<file path="config.mk">
export PLATFORM = sky130hd
export DESIGN_NAME = busy_poll_reporter
export DESIGN_NICKNAME = d
export VERILOG_FILES = /design/src/rtl/bsr_pkg.sv /design/src/rtl/bsr_op_timer.sv /design/src/rtl/bsr_toggle.sv /design/src/rtl/bsr_status_mux.sv /design/src/rtl/busy_poll_reporter.sv
export SDC_FILE = /design/constraint.sdc
export NUM_CORES = 1
export LEC_CHECK = 0
export BUFFER_PORTS_ARGS = -buffer_cell sky130_fd_sc_hd__buf_4
export CAP_MARGIN = 20
export CELL_PAD_IN_SITES_DETAIL_PLACEMENT = 0
export CELL_PAD_IN_SITES_GLOBAL_PLACEMENT = 1
export CORE_ASPECT_RATIO = 0.5
export CORE_UTILIZATION = 24
export DETAILED_ROUTE_END_ITERATION = 10
export PLACE_DENSITY_LB_ADDON = 0.1
export SYNTH_ARGS = -nofsm -noshare
export SYNTH_HDL_FRONTEND = slang
export SYNTH_SLANG_ARGS = --single-unit
</file>
<file path="constraint.sdc">
create_clock -name clk -period 2.1 [get_ports clk]
set_input_delay 0.63 -clock clk [delete_from_list [all_inputs] [get_ports clk]]
set_output_delay 0.63 -clock clk [all_outputs]
set_load 0.02 [all_outputs]
</file>
<file path="src/rtl/bsr_pkg.sv">
package bsr_pkg;
  typedef enum logic {
    OP_PROG  = 1'b0,
    OP_ERASE = 1'b1
  } op_kind_e;
endpackage

</file>
<file path="src/rtl/bsr_op_timer.sv">
module bsr_op_timer #(
  parameter int DW           = 8,
  parameter int PROG_CYCLES  = 20,
  parameter int ERASE_CYCLES = 60
) (
  input  logic             clk,
  input  logic             rst,
  input  logic             start,
  input  bsr_pkg::op_kind_e kind_in,
  input  logic [DW-1:0]    data_in,
  output logic             busy,
  output bsr_pkg::op_kind_e kind_q,
  output logic [DW-1:0]    pend_q
);
  localparam int MAXC = (PROG_CYCLES > ERASE_CYCLES) ? PROG_CYCLES : ERASE_CYCLES;
  localparam int CW   = $clog2(MAXC + 1);
  localparam logic [CW-1:0] PROG_LOAD  = CW'(PROG_CYCLES - 1);
  localparam logic [CW-1:0] ERASE_LOAD = CW'(ERASE_CYCLES - 1);

  logic [CW-1:0] remain;

  always_ff @(posedge clk) begin
    if (rst) begin
      busy   <= 1'b0;
      remain <= '0;
      kind_q <= bsr_pkg::OP_PROG;
      pend_q <= '0;
    end else if (busy) begin
      if (remain == '0) busy <= 1'b0;
      else              remain <= remain - 1'b1;
    end else if (start) begin
      busy   <= 1'b1;
      kind_q <= kind_in;
      pend_q <= data_in;
      remain <= (kind_in == bsr_pkg::OP_ERASE) ? ERASE_LOAD : PROG_LOAD;
    end
  end

  // busy only rises after an accepted start
  p_rise_after_start_r2: assert property (@(posedge clk) disable iff (rst)
    $rose(busy) |-> $past(start));
  // a start during busy leaves the latched operation unchanged
  p_start_ignored_r3: assert property (@(posedge clk) disable iff (rst)
    (busy && start) |=> ($stable(kind_q) && $stable(pend_q)));
endmodule

</file>
<file path="src/rtl/bsr_toggle.sv">
module bsr_toggle (
  input  logic clk,
  input  logic rst,
  input  logic advance,
  output logic tgl
);
  always_ff @(posedge clk) begin
    if (rst)          tgl <= 1'b0;
    else if (advance) tgl <= ~tgl;
  end

  // each busy read flips, otherwise held
  p_flip_on_read_r6: assert property (@(posedge clk) disable iff (rst)
    advance |=> (tgl != $past(tgl)));
  p_hold_no_read_r6: assert property (@(posedge clk) disable iff (rst)
    !advance |=> $stable(tgl));
endmodule

</file>
<file path="src/rtl/bsr_status_mux.sv">
module bsr_status_mux #(
  parameter int DW = 8
) (
  input  logic              clk,
  input  logic              rst,
  input  logic              rd_strobe,
  input  logic              busy,
  input  bsr_pkg::op_kind_e kind_q,
  input  logic [DW-1:0]     pend_q,
  input  logic              tgl,
  input  logic [DW-1:0]     array_data,
  output logic [DW-1:0]     rd_data
);
  localparam int POLL_BIT = DW - 1;
  localparam int TGL_BIT  = DW - 2;

  logic [DW-1:0] status_word;

  always_comb begin
    status_word           = array_data;
    status_word[TGL_BIT]  = tgl;
    status_word[POLL_BIT] = (kind_q == bsr_pkg::OP_ERASE) ? 1'b0 : ~pend_q[POLL_BIT];
  end

  always_ff @(posedge clk) begin
    if (rst)            rd_data <= '0;
    else if (rd_strobe) rd_data <= busy ? status_word : array_data;
  end

  // erase polls read bit 7 low
  p_erase_poll_low_r5: assert property (@(posedge clk) disable iff (rst)
    (rd_strobe && busy && kind_q == bsr_pkg::OP_ERASE) |=> !rd_data[POLL_BIT]);
  // program polls read inverted bit 7
  p_prog_poll_inv_r4: assert property (@(posedge clk) disable iff (rst)
    (rd_strobe && busy && kind_q == bsr_pkg::OP_PROG) |=> (rd_data[POLL_BIT] == !$past(pend_q[POLL_BIT])));
  // output holds without a strobe
  p_hold_r9: assert property (@(posedge clk) disable iff (rst)
    !rd_strobe |=> $stable(rd_data));
endmodule

</file>
<file path="src/rtl/busy_poll_reporter.sv">
module busy_poll_reporter #(
  parameter int DW           = 8,
  parameter int PROG_CYCLES  = 20,
  parameter int ERASE_CYCLES = 60
) (
  input  logic          clk,
  input  logic          rst,
  input  logic          start,
  input  logic          op_kind,
  input  logic [DW-1:0] load_data,
  input  logic          rd_strobe,
  input  logic [DW-1:0] array_data,
  output logic          busy,
  output logic [DW-1:0] rd_data
);
  bsr_pkg::op_kind_e kind_q;
  logic [DW-1:0]     pend_q;
  logic              tgl;

  bsr_op_timer #(.DW(DW), .PROG_CYCLES(PROG_CYCLES), .ERASE_CYCLES(ERASE_CYCLES)) u_timer (
    .clk(clk), .rst(rst), .start(start),
    .kind_in(bsr_pkg::op_kind_e'(op_kind)), .data_in(load_data),
    .busy(busy), .kind_q(kind_q), .pend_q(pend_q)
  );

  bsr_toggle u_toggle (
    .clk(clk), .rst(rst), .advance(rd_strobe & busy), .tgl(tgl)
  );

  bsr_status_mux #(.DW(DW)) u_mux (
    .clk(clk), .rst(rst), .rd_strobe(rd_strobe), .busy(busy), .kind_q(kind_q),
    .pend_q(pend_q), .tgl(tgl), .array_data(array_data), .rd_data(rd_data)
  );

  // idle reads pass the array byte unchanged
  p_idle_true_r8: assert property (@(posedge clk) disable iff (rst)
    (rd_strobe && !busy) |=> (rd_data == $past(array_data)));
  // low bits pass through during busy
  p_low_bits_r7: assert property (@(posedge clk) disable iff (rst)
    (rd_strobe && busy) |=> (rd_data[DW-3:0] == $past(array_data[DW-3:0])));
endmodule

</file>
==> reports/results.md, run 1 <==
| Group | Parameter | Reported |
|---|---|---|
| critical path | Largest delay contributor family on the critical path | flip-flops |
| synthesis | Gate Count Post-Synth | 87 |
| synthesis | Net count after synthesis | 110 |
| floorplanning | Total die area | 3600 sq um |
| timing | RSZ-0062 raised after global routing | false |
| detailed routing | Antenna-violating nets left | 0 |
| global route | Initial antenna violation count | 0 |
| critical path | Kind of start point of the critical path | flip-flop |
| critical path | Slowest cell on the critical path | dfxtp_1 |
| timing | Worst clock skew | 0.00169 ns |
| timing | Final hold slack | 0.462 ns |
| floorplanning | Horizontal die dimension | 83.9 microns |
| layout | Relative area change from synthesis to final layout | 30.9% |
| floorplanning | Vertical die dimension | 42.9 microns |
| power and ir drop | Leakage power total | 0.000456 uW |
| detailed routing | Post-route DRC violation count | 0 |
| floorplanning | Top Ports | 30 |
| timing | Count of final max-slew check failures | 0 |
| timing | Number of hold violations in the final report | 0 |
| clocking | Total CTS buffers | 3 |
| clocking | Source-to-sink clock delay at the later pin of the worst-skew pair | 0.25 ns |
| worst hold path | Hold Crit Class | reg2reg |
| critical path | Kind of critical path | reg2out |
| critical path | Required arrival time at the worst endpoint | 1.47 ns |
| global route | Total overflow reported by the global router | 0 |
| run | Total of max-cap violations | 0 |
| placed design | Port Buffer Count | 22 |
| detailed routing | Vias | 693 |
| timing | Max Freq | 0.573 GHz |
| detailed routing | Drt total wl | 1780 microns |
| global route | Largest net degree at the start of global routing | 18 |
| synthesis | Mean post-synth cell area | 9.25 sq um |
| clocking | Root Buffer Master | clkbuf_8 |
| layout | Most common library cell in the layout ignoring fill and taps | buf_4 |
| critical path | Crit-path max cell delay | 0.63 ns |
| synthesis | Synth warn | 0 |
| critical path | Highest net fanout along the worst path | 15 |
| global route | Wire length of the first global-routing pass | 3130 microns |
| clocking | Number of gates resized after cts | 0 |
| placed design | Global placement routability congestion | 0.737 |
| floorplanning | Area of the core region | 3100 sq um |
| detailed routing | Iteration-0 DRC Markers | 32 |
| layout | Leading cell types in the layout, fill and taps excluded | buf_4 (22), dfxtp_1 (18), nor2_1 (13) |
| placed design | Placed cell area | 998 sq um |
| detailed routing | Total iterations of the first detailed-routing run | 4 |
| run status | Run status | finished clean |
| timing | Post-route minimum period | 1.74 ns |
| placed design | Detail Placement HPWL | 1270 microns |
| clocking | Number of buffers added to fix hold violations after cts | 0 |
| global route | Via count of the first global-routing pass | 684 |
| timing | Pin slew with the least headroom to its limit | 0.489 ns |
| floorplanning | Starting utilization of the core area | 25.9% |
| timing | Final critical-path share of the clock period | 83.1% |
| clocking | CTS max path bufs | 2 |
| clocking | Number of buffers inserted to repair setup after CTS | 0 |
| layout | Fraction of final layout cells sized beyond drive strength 1 | 28.4% |
| timing | Setup total negative slack | 0 ns |
| synthesis | Combined area of all synthesized cells | 805 sq um |
| floorplanning | Row count | 14 |
| clocking | Clock net sink count | 18 |
| detailed routing | Detailed-route vias per instance | 4.65 |
| layout | Net count of the finished layout | 133 |
| synthesis | Synth Register Bits | 18 |
| synthesis | Share of the yosys chip area belonging to registers | 44.8% |
| critical path | Worst Setup End Kind | output pin |
| timing | Final setup violation count | 0 |
| critical path | Critical path buffers and inverters | 1 |
| clocking | Clock input transition at the sequential cells of the worst setup and hold paths | 0.07 ns |
| layout | Fill count | 318 |
| synthesis | Yosys cell types | 28 |
| critical path | Series of cell instances along the critical path | buf_4 |
| detailed routing | Routed wire per std cell | 11.9 microns |
| power and ir drop | VDD IR max | 0.381 mV |
| timing | Rel. slew slack | 67.3% |
| layout | ANT cells | 0 |
| global route | Aggregate global-route resource usage | 11.1% |
| clocking | TritonCTS clock tree | done |
| clocking | Count of H-tree levels built during CTS | 1 |
| power and ir drop | Pwr/cell area | 821 nW/um^2 |
| critical path | Arrival @ worst endpoint | 1.11 ns |
| layout | Non-Filler Cell Area, Final | 1050 sq um |
-- tightest hold or removal path, cell delays in order, from the launching register on --
cell and delay (ns):
dfxtp_1 0.31, nand2_1 0.05, a21oi_1 0.05
-- registers in the layout, summed over array words and instances, names as in the netlist --
name / count
u_mux.rd_data: 8
u_timer.busy: 1
u_timer.kind_q: 1
u_timer.pend_q: 1
u_timer.remain: 6
u_toggle.tgl: 1
-- metrics by stage --
step,utilization (%),setup WS (ns),cells,power (uW)
after floorplan,-,0.649,87,526
after global routing,34.0,0.272,149,927
after global placement,32.2,0.525,145,581
final,34.0,0.355,149,865
after detailed placement,32.2,0.510,145,588
after CTS,34.0,0.339,149,882
-- area by class of cell --
class                      instances  area, sq um  area share (%)
tap                               40         50.0            4.75
multi-input combinational         62          412            39.1
sequential                        18          360            34.2
inverter                           3         11.3            1.07
clock buffer                       4         55.1            5.23
timing repair buffer              22          165            15.7
-- synthesized netlist by cell type --
cell	instances	share of area, %
a2111oi_2	1	1.9
a211o_2	1	1.2
a211oi_1	4	3.7
a21oi_1	5	3.1
a221oi_1	1	1.1
a31o_2	1	1.1
a31oi_1	1	0.78
and3_1	1	0.78
and4_2	1	1.2
buf_2	2	1.2
buf_4	1	0.93
clkbuf_1	1	0.47
dfxtp_1	18	45
ha_1	2	3.1
inv_1	3	1.4
mux2i_1	8	10
nand2_1	8	3.7
nor2_1	13	6.1
nor2b_1	4	3.1
nor3_1	3	1.9
nor3_4	1	2.0
nor4_1	1	0.78
o21ai_0	1	0.62
o21bai_1	1	0.93
o31ai_1	1	0.93
or2b_1	1	0.93
or3b_1	1	1.1
xor2_1	1	1.1
-- report_power, final --
group | internal, uW | switching, uW
registers | 372 | 31.5
clock network | 167 | 120
logic | 84.1 | 91.6
total | 622 | 243
-- cell families after synthesis --
logic type      count (synthesis)  synth area share (%)
fa+ha+maj                       2                  3.11
flops                          18                  44.8
buf+inv                         7                  4.04
compound gates                 17                  15.4
xor+xnor                        1                  1.09
simple gates                   34                  21.6
mux                             8                  9.95
-- path summary, 6_finish.rpt --
check                         start                end  slack (ns)  depth (start not counted)
hold reg to reg      u_timer.kind_q     u_timer.kind_q        0.46                          2
hold / removal       u_timer.kind_q     u_timer.kind_q        0.46                          2
setup reg to reg  u_timer.remain[0]  u_timer.remain[3]        0.50                          5
setup / recovery       u_timer.busy               busy        0.36                          1
-- layer usage --
metal	up-vias	track usage (%)	routed length, microns
met4	0	0	0
met5	-	0	0
li1	351	-	-
met3	0	5.45	94
met2	20	18.5	820
met1	322	13.8	860
No activity file was read; power rests on OpenSTA's default activity.
==> run 2, diff against run 1 <==
clock period = 1.8 ns   (was 2.1 ns; I/O delays follow)
==> run 2 against run 1 <==
Register-to-register slack worse by 0.28 ns. Critical endpoint unchanged. Worst setup slack worse by 0.22 ns. Cell area down 0.59%. Highest routed layer unchanged. Largest power group unchanged. Clock skew up 0.0040 ns. Combinational power up 18%. Flip-flop and latch count unchanged. Via count down 2.7%. Sequential power up 17%. Die area unchanged. Non-clock buffer count up 1.
==> reports/results.md, run 2 (synthesized netlist as in run 1, its figures left out) <==
| Group | Parameter | Reported | Delta |
|---|---|---|---|
| run status | Run status | finished clean |  |
| critical path | Required arrival time at the worst endpoint | 1.26 ns | -0.21 ns |
| global route | Initial antenna violation count | 0 | unchanged |
| placed design | Detail Placement HPWL | 1260 microns | -0.79% |
| floorplanning | Row count | 14 | unchanged |
| timing | Final critical-path share of the clock period | 92.5% |  |
| power and ir drop | VDD IR max | 0.331 mV | -13% |
| floorplanning | Area of the core region | 3100 sq um | unchanged |
| layout | Fraction of final layout cells sized beyond drive strength 1 | 28.4% | unchanged |
| layout | ANT cells | 0 | unchanged |
| clocking | Number of gates resized after cts | 0 | unchanged |
| power and ir drop | Relative contribution of the clock network to total power | 29.1% | -4.0 points |
| power and ir drop | Share of power burned in combinational logic | 21.7% | +1.4 points |
| timing | Count of final max-slew check failures | 0 | unchanged |
| detailed routing | Routed wire per std cell | 11.4 microns | -3.9% |
| clocking | Clock input transition at the sequential cells of the worst setup and hold paths | 0.07 ns | about the same |
| power and ir drop | Switch share | 28.5% | +0.48 points |
| critical path | Highest net fanout along the worst path | 15 | unchanged |
| critical path | Largest delay contributor family on the critical path | flip-flops |  |
| timing | Rel. slew slack | 66.4% | -0.99 points |
| clocking | Total CTS buffers | 3 | unchanged |
| clocking | Root Buffer Master | clkbuf_8 |  |
| clocking | CTS max path bufs | 2 | unchanged |
| layout | Most common library cell in the layout ignoring fill and taps | buf_4 |  |
| global route | Via count of the first global-routing pass | 652 | -4.7% |
| critical path | Series of cell instances along the critical path | buf_4 |  |
| global route | Aggregate global-route resource usage | 10.7% | -0.39 points |
| timing | Worst clock skew | 0.00571 ns | +0.00402 ns |
| critical path | Kind of critical path | reg2out |  |
| timing | Final setup violation count | 0 | unchanged |
| clocking | Count of H-tree levels built during CTS | 1 | unchanged |
| floorplanning | Starting utilization of the core area | 25.9% | unchanged |
| placed design | Placed cell area | 1010 sq um | +0.75% |
| timing | Number of hold violations in the final report | 0 | unchanged |
| floorplanning | Total die area | 3600 sq um | unchanged |
| power and ir drop | Relative contribution of sequential cells to total power | 49.2% | +2.6 points |
| timing | Max Freq | 0.600 GHz |  |
| detailed routing | Drt total wl | 1710 microns | -3.9% |
| worst hold path | Hold Crit Class | reg2reg |  |
| critical path | Kind of start point of the critical path | flip-flop |  |
| clocking | Number of buffers added to fix hold violations after cts | 0 | unchanged |
| critical path | Slowest cell on the critical path | dfxtp_1 |  |
| clocking | Source-to-sink clock delay at the later pin of the worst-skew pair | 0.25 ns | about the same |
| layout | Largest Register | u_mux.rd_data |  |
| detailed routing | Iteration-0 DRC Markers | 17 | -47% |
| power and ir drop | Reported net switching power | 273 uW | +12% |
| clocking | Number of buffers inserted to repair setup after CTS | 0 | unchanged |
| global route | Wire length of the first global-routing pass | 2960 microns | -5.5% |
| placed design | Global placement routability congestion | 0.785 | +6.5% |
| critical path | Arrival @ worst endpoint | 1.13 ns | +0.02 ns |
| detailed routing | Post-route DRC violation count | 0 | unchanged |
| run | Total of max-cap violations | 0 | unchanged |
| timing | RSZ-0062 raised after global routing | false |  |
| detailed routing | Vias | 674 | -2.7% |
| floorplanning | Top Ports | 30 | unchanged |
| layout | Net count of the finished layout | 134 | +0.75% |
| floorplanning | Vertical die dimension | 42.9 microns | unchanged |
| power and ir drop | Power Internal | 682 uW | +9.7% |
| timing | Post-route minimum period | 1.67 ns |  |
| power and ir drop | Pwr/cell area | 912 nW/um^2 | +11% |
| detailed routing | Total iterations of the first detailed-routing run | 4 | unchanged |
| detailed routing | Antenna-violating nets left | 0 | unchanged |
| layout | Largest registers | u_mux.rd_data (8), u_timer.remain (6) |  |
| critical path | Crit-path max cell delay | 0.64 ns | about the same |
| layout | Leading cell types in the layout, fill and taps excluded | buf_4 (23), dfxtp_1 (18), nor2_1 (13) |  |
| critical path | Worst Setup End Kind | output pin |  |
| clocking | Clock net sink count | 18 | unchanged |
| floorplanning | Horizontal die dimension | 83.9 microns | unchanged |
| detailed routing | Detailed-route vias per instance | 4.52 | -2.7% |
| layout | Relative area change from synthesis to final layout | 30.2% |  |
| timing | Pin slew with the least headroom to its limit | 0.504 ns | +0.0148 ns |
| placed design | Port Buffer Count | 22 | unchanged |
| critical path | Critical path buffers and inverters | 1 | unchanged |
| layout | Non-Filler Cell Area, Final | 1050 sq um | -0.59% |
| global route | Total overflow reported by the global router | 0 | unchanged |
| power and ir drop | Leakage power total | 0.000454 uW | -0.48% |
| layout | Flip-flop count of the largest register after layout | 8 | unchanged |
| timing | Setup total negative slack | 0 ns | unchanged |
| clocking | TritonCTS clock tree | done |  |
| global route | Largest net degree at the start of global routing | 18 | unchanged |
## run 2: cell types whose count changed in the layout (fill, tap and decap cells not counted), sizes merged
cell / before / now
buf: 22 / 23
clkbuf: 4 / 3
## run 2: per-layer routing
layer	vias up	global-route usage (%)	part of all wire, %
met3	0	4.86	5.6
met1	305	13.3	49
met4	0	2.07	0
li1	352	-	-
met2	17	17.2	45
met5	-	0	0
## run 2: worst reg2reg max path, stage by stage, from the launching register on
cell	delay, ns
dfxtp_1	0.37
inv_1	0.10
ha_1	0.21
nor2b_1	0.18
a31o_2	0.29
a2111oi_2	0.34
## run 2: through the flow
stage	std cells	total power, uW	utilization [%]	hold slack (ns)	setup WS (ns)
finish	149	955	33.8	0.467	0.135
global route	149	1020	33.8	0.485	0.0368
CTS	149	974	33.8	0.472	0.133
detailed placement	146	687	32.4	0.458	0.228
global placement	146	680	32.4	0.445	0.231
floorplan	87	613	-	0.435	0.349
## run 2: power by group through the flow
stage	clock network (uW)	logic (uW)	registers, uW
floorplan	0	129	485
global placement	0	203	477
detailed placement	0	209	478
CTS	295	209	470
global route	316	230	476
finish	277	208	470
## run 2: final timing paths
path                             to         startpoint  cells past startpoint  slack (ns)
hold / removal    u_timer.pend_q[7]  u_timer.pend_q[7]                      2        0.47
hold reg to reg   u_timer.pend_q[7]  u_timer.pend_q[7]                      2        0.47
setup / recovery               busy       u_timer.busy                      1        0.13
setup reg to reg  u_timer.remain[3]  u_timer.remain[0]                      5        0.22
## run 2: layout make-up
cell class                      count  area, sq um
Inverter                            3         11.3
Multi-Input combinational cell     62          412
Clock buffer                        3         41.3
Fill cell                         324         2050
Tap cell                           40         50.0
Timing Repair Buffer               23          173
Sequential cell                    18          360
==> run 3, diff against run 2 <==
CELL_PAD_IN_SITES_DETAIL_PLACEMENT = unset   (was 0)
CELL_PAD_IN_SITES_GLOBAL_PLACEMENT = unset   (was 1)
PLACE_DENSITY_LB_ADDON = unset   (was 0.1)
==> run 3 against run 2 <==
Non-clock buffer count down 1. Core utilization rose by 0.20 points. Total power rose by 4.9%. Final cell count did not move. First-iteration DRC count decreased by 5.9%. Clock skew is 0.0043 ns lower. Largest cell class unchanged. Worst setup slack better by 0.0097 ns. Sequential share of layout area is 0.20 points lower. Sequential power barely moved. Clock-buffer cell count is 1 higher. Flip-flop and latch count is the same.
==> reports/results.md, run 3 (synthesized netlist as in run 1, its figures left out) <==
| Group | Parameter | Reported | Delta |
|---|---|---|---|
| placed design | Placed cell area | 998 sq um | -0.75% |
| layout | Net count of the finished layout | 133 | -0.75% |
| timing | Number of hold violations in the final report | 0 | unchanged |
| critical path | Launching point of the worst reg2reg path | u_timer.remain[0] |  |
| layout | Largest registers | u_mux.rd_data (8), u_timer.remain (6) |  |
| worst hold path | Terminating pin of the worst hold path | u_timer.pend_q[7] |  |
| detailed routing | Detailed-route vias per instance | 4.46 | -1.3% |
| floorplanning | Top Ports | 30 | unchanged |
| layout | ANT cells | 0 | unchanged |
| detailed routing | Routed wire per std cell | 10.8 microns | -5.9% |
| run status | Run status | finished clean |  |
| detailed routing | Total iterations of the first detailed-routing run | 2 | -2 |
| floorplanning | Total die area | 3600 sq um | unchanged |
| clocking | Number of gates resized after cts | 0 | unchanged |
| detailed routing | Post-route DRC violation count | 0 | unchanged |
| critical path | Slowest cell on the critical path | dfxtp_1 |  |
| clocking | Number of buffers added to fix hold violations after cts | 0 | unchanged |
| global route | Aggregate global-route resource usage | 9.76% | -0.94 points |
| timing | Final critical-path share of the clock period | 92.0% | -0.54 points |
| critical path | Reg2reg path depth | 5 | unchanged |
| worst hold path | Cell depth of the worst hold path | 2 | unchanged |
| floorplanning | Row count | 14 | unchanged |
| critical path | Register-to-Register Setup Slack | 0.16 ns | -0.06 ns |
| clocking | Clock input transition at the sequential cells of the worst setup and hold paths | 0.07 ns | about the same |
| clocking | Count of H-tree levels built during CTS | 1 | unchanged |
| critical path | Worst Setup End Kind | output pin |  |
| layout | Non-Filler Cell Area, Final | 1050 sq um | +0.60% |
| timing | Rel. slew slack | 67.0% | +0.61 points |
| timing | Worst clock skew | 0.00139 ns | -0.00431 ns |
| detailed routing | Antenna-violating nets left | 0 | unchanged |
| critical path | Arrival @ worst endpoint | 1.12 ns | about the same |
| global route | Via count of the first global-routing pass | 606 | -7.1% |
| layout | Relative area change from synthesis to final layout | 30.9% |  |
| placed design | Global placement routability congestion | 0.713 | -9.2% |
| power and ir drop | VDD IR max | 0.328 mV | -0.85% |
| clocking | TritonCTS clock tree | done |  |
| floorplanning | Vertical die dimension | 42.9 microns | unchanged |
| clocking | Total CTS buffers | 3 | unchanged |
| floorplanning | Area of the core region | 3100 sq um | unchanged |
| critical path | Required arrival time at the worst endpoint | 1.26 ns | about the same |
| worst hold path | Hold Crit Class | reg2reg |  |
| detailed routing | Drt total wl | 1610 microns | -5.9% |
| global route | Initial antenna violation count | 0 | unchanged |
| detailed routing | Iteration-0 DRC Markers | 16 | -1 |
| critical path | Critical path buffers and inverters | 1 | unchanged |
| layout | Most common library cell in the layout ignoring fill and taps | buf_4 |  |
| critical path | Crit-path max cell delay | 0.63 ns | about the same |
| timing | Pin slew with the least headroom to its limit | 0.495 ns | -0.00906 ns |
| clocking | Root Buffer Master | clkbuf_8 |  |
| critical path | Kind of critical path | reg2out |  |
| placed design | Detail Placement HPWL | 1180 microns | -6.0% |
| global route | Largest net degree at the start of global routing | 18 | unchanged |
| timing | Final setup violation count | 0 | unchanged |
| layout | Fraction of final layout cells sized beyond drive strength 1 | 28.4% | unchanged |
| timing | Count of final max-slew check failures | 0 | unchanged |
| layout | Leading cell types in the layout, fill and taps excluded | buf_4 (22), dfxtp_1 (18), nor2_1 (13) |  |
| power and ir drop | Pwr/cell area | 951 nW/um^2 | +4.3% |
| timing | Setup total negative slack | 0 ns | unchanged |
| timing | RSZ-0062 raised after global routing | false |  |
| critical path | Highest net fanout along the worst path | 15 | unchanged |
| clocking | Source-to-sink clock delay at the later pin of the worst-skew pair | 0.25 ns | about the same |
| layout | Flip-flop count of the largest register after layout | 8 | unchanged |
| global route | Total overflow reported by the global router | 0 | unchanged |
| critical path | Kind of start point of the critical path | flip-flop |  |
| detailed routing | Vias | 665 | -1.3% |
| global route | Wire length of the first global-routing pass | 2700 microns | -8.9% |
| layout | Largest Register | u_mux.rd_data |  |
| clocking | CTS max path bufs | 2 | unchanged |
| floorplanning | Starting utilization of the core area | 25.9% | unchanged |
| critical path | Series of cell instances along the critical path | buf_4 |  |
| clocking | Clock net sink count | 18 | unchanged |
| timing | Post-route minimum period | 1.66 ns | -0.00967 ns |
| worst hold path | Start point of the worst hold path | u_timer.pend_q[7] |  |
| power and ir drop | Leakage power total | 0.000456 uW | +0.48% |
| run | Total of max-cap violations | 0 | unchanged |
| placed design | Port Buffer Count | 22 | unchanged |
| clocking | Number of buffers inserted to repair setup after CTS | 0 | unchanged |
| critical path | Largest delay contributor family on the critical path | flip-flops |  |
| layout | Fill count | 323 | -0.31% |
| timing | Max Freq | 0.604 GHz | +0.58% |
| floorplanning | Horizontal die dimension | 83.9 microns | unchanged |
| critical path | Endpoint of the worst-slack reg-to-reg timing path | u_timer.remain[3] |  |
[run 3: changes by cell type in the layout (fill, tap and decap cells not counted)]
cell      delta
buf_4        -1
clkbuf_8     +1
[run 3: power breakdown]
part | switching, uW | leakage (uW) | internal, uW
registers | 35.9 | 0.000149 | 434
logic | 107 | 0.000278 | 97.6
clock network | 134 | 0.0000288 | 194
[run 3: cell type report]
type                    count  area, sq um  share of cell area, %
well taps                  40         50.0                   4.75
flip-flops and latches     18          360                   34.2
repair buffers             22          165                   15.7
multi-input cells          62          412                   39.1
inverters                   3         11.3                   1.07
clock buffers               4         55.1                   5.23
[run 3: metal layers]
| layer | GRT usage, % | wire [microns] | vias up |
|---|---|---|---|
| met4 | 4.14 | 21 | 0 |
| met2 | 15.7 | 691 | 6 |
| met1 | 11.6 | 855 | 305 |
| met5 | 0 | 0 | - |
| met3 | 4.09 | 36 | 2 |
| li1 | - | - | 352 |
[run 3: metrics by stage]
step,power (uW),hold WS [ns],setup slack (ns),utilization (%),cells
finish,1000,0.456,0.144,34.0,149
global route,1060,0.489,0.0408,34.0,149
CTS,1020,0.457,0.120,34.0,149
detailed placement,685,0.447,0.190,32.2,145
global placement,678,0.446,0.224,32.2,145
floorplan,613,0.435,0.349,-,87
[run 3: worst min-delay path: stages, from the launching register on]
cell and delay [ns]:
dfxtp_1 0.31, nand2_1 0.05, a21oi_1 0.05
[run 3: how the worst max path moves through the flow]
stage	startpoint	end	slack [ns]	depth (start not counted)
3_5_place_dp	u_timer.remain[0]	u_timer.remain[3]	0.19	5
3_3_place_gp	u_timer.remain[0]	u_timer.remain[3]	0.22	5
6_report	u_timer.busy	busy	0.14	1
2_1_floorplan	u_timer.remain[0]	u_timer.remain[3]	0.35	5
5_1_grt	u_timer.remain[0]	u_timer.remain[3]	0.04	5
4_1_cts	u_timer.busy	busy	0.12	1
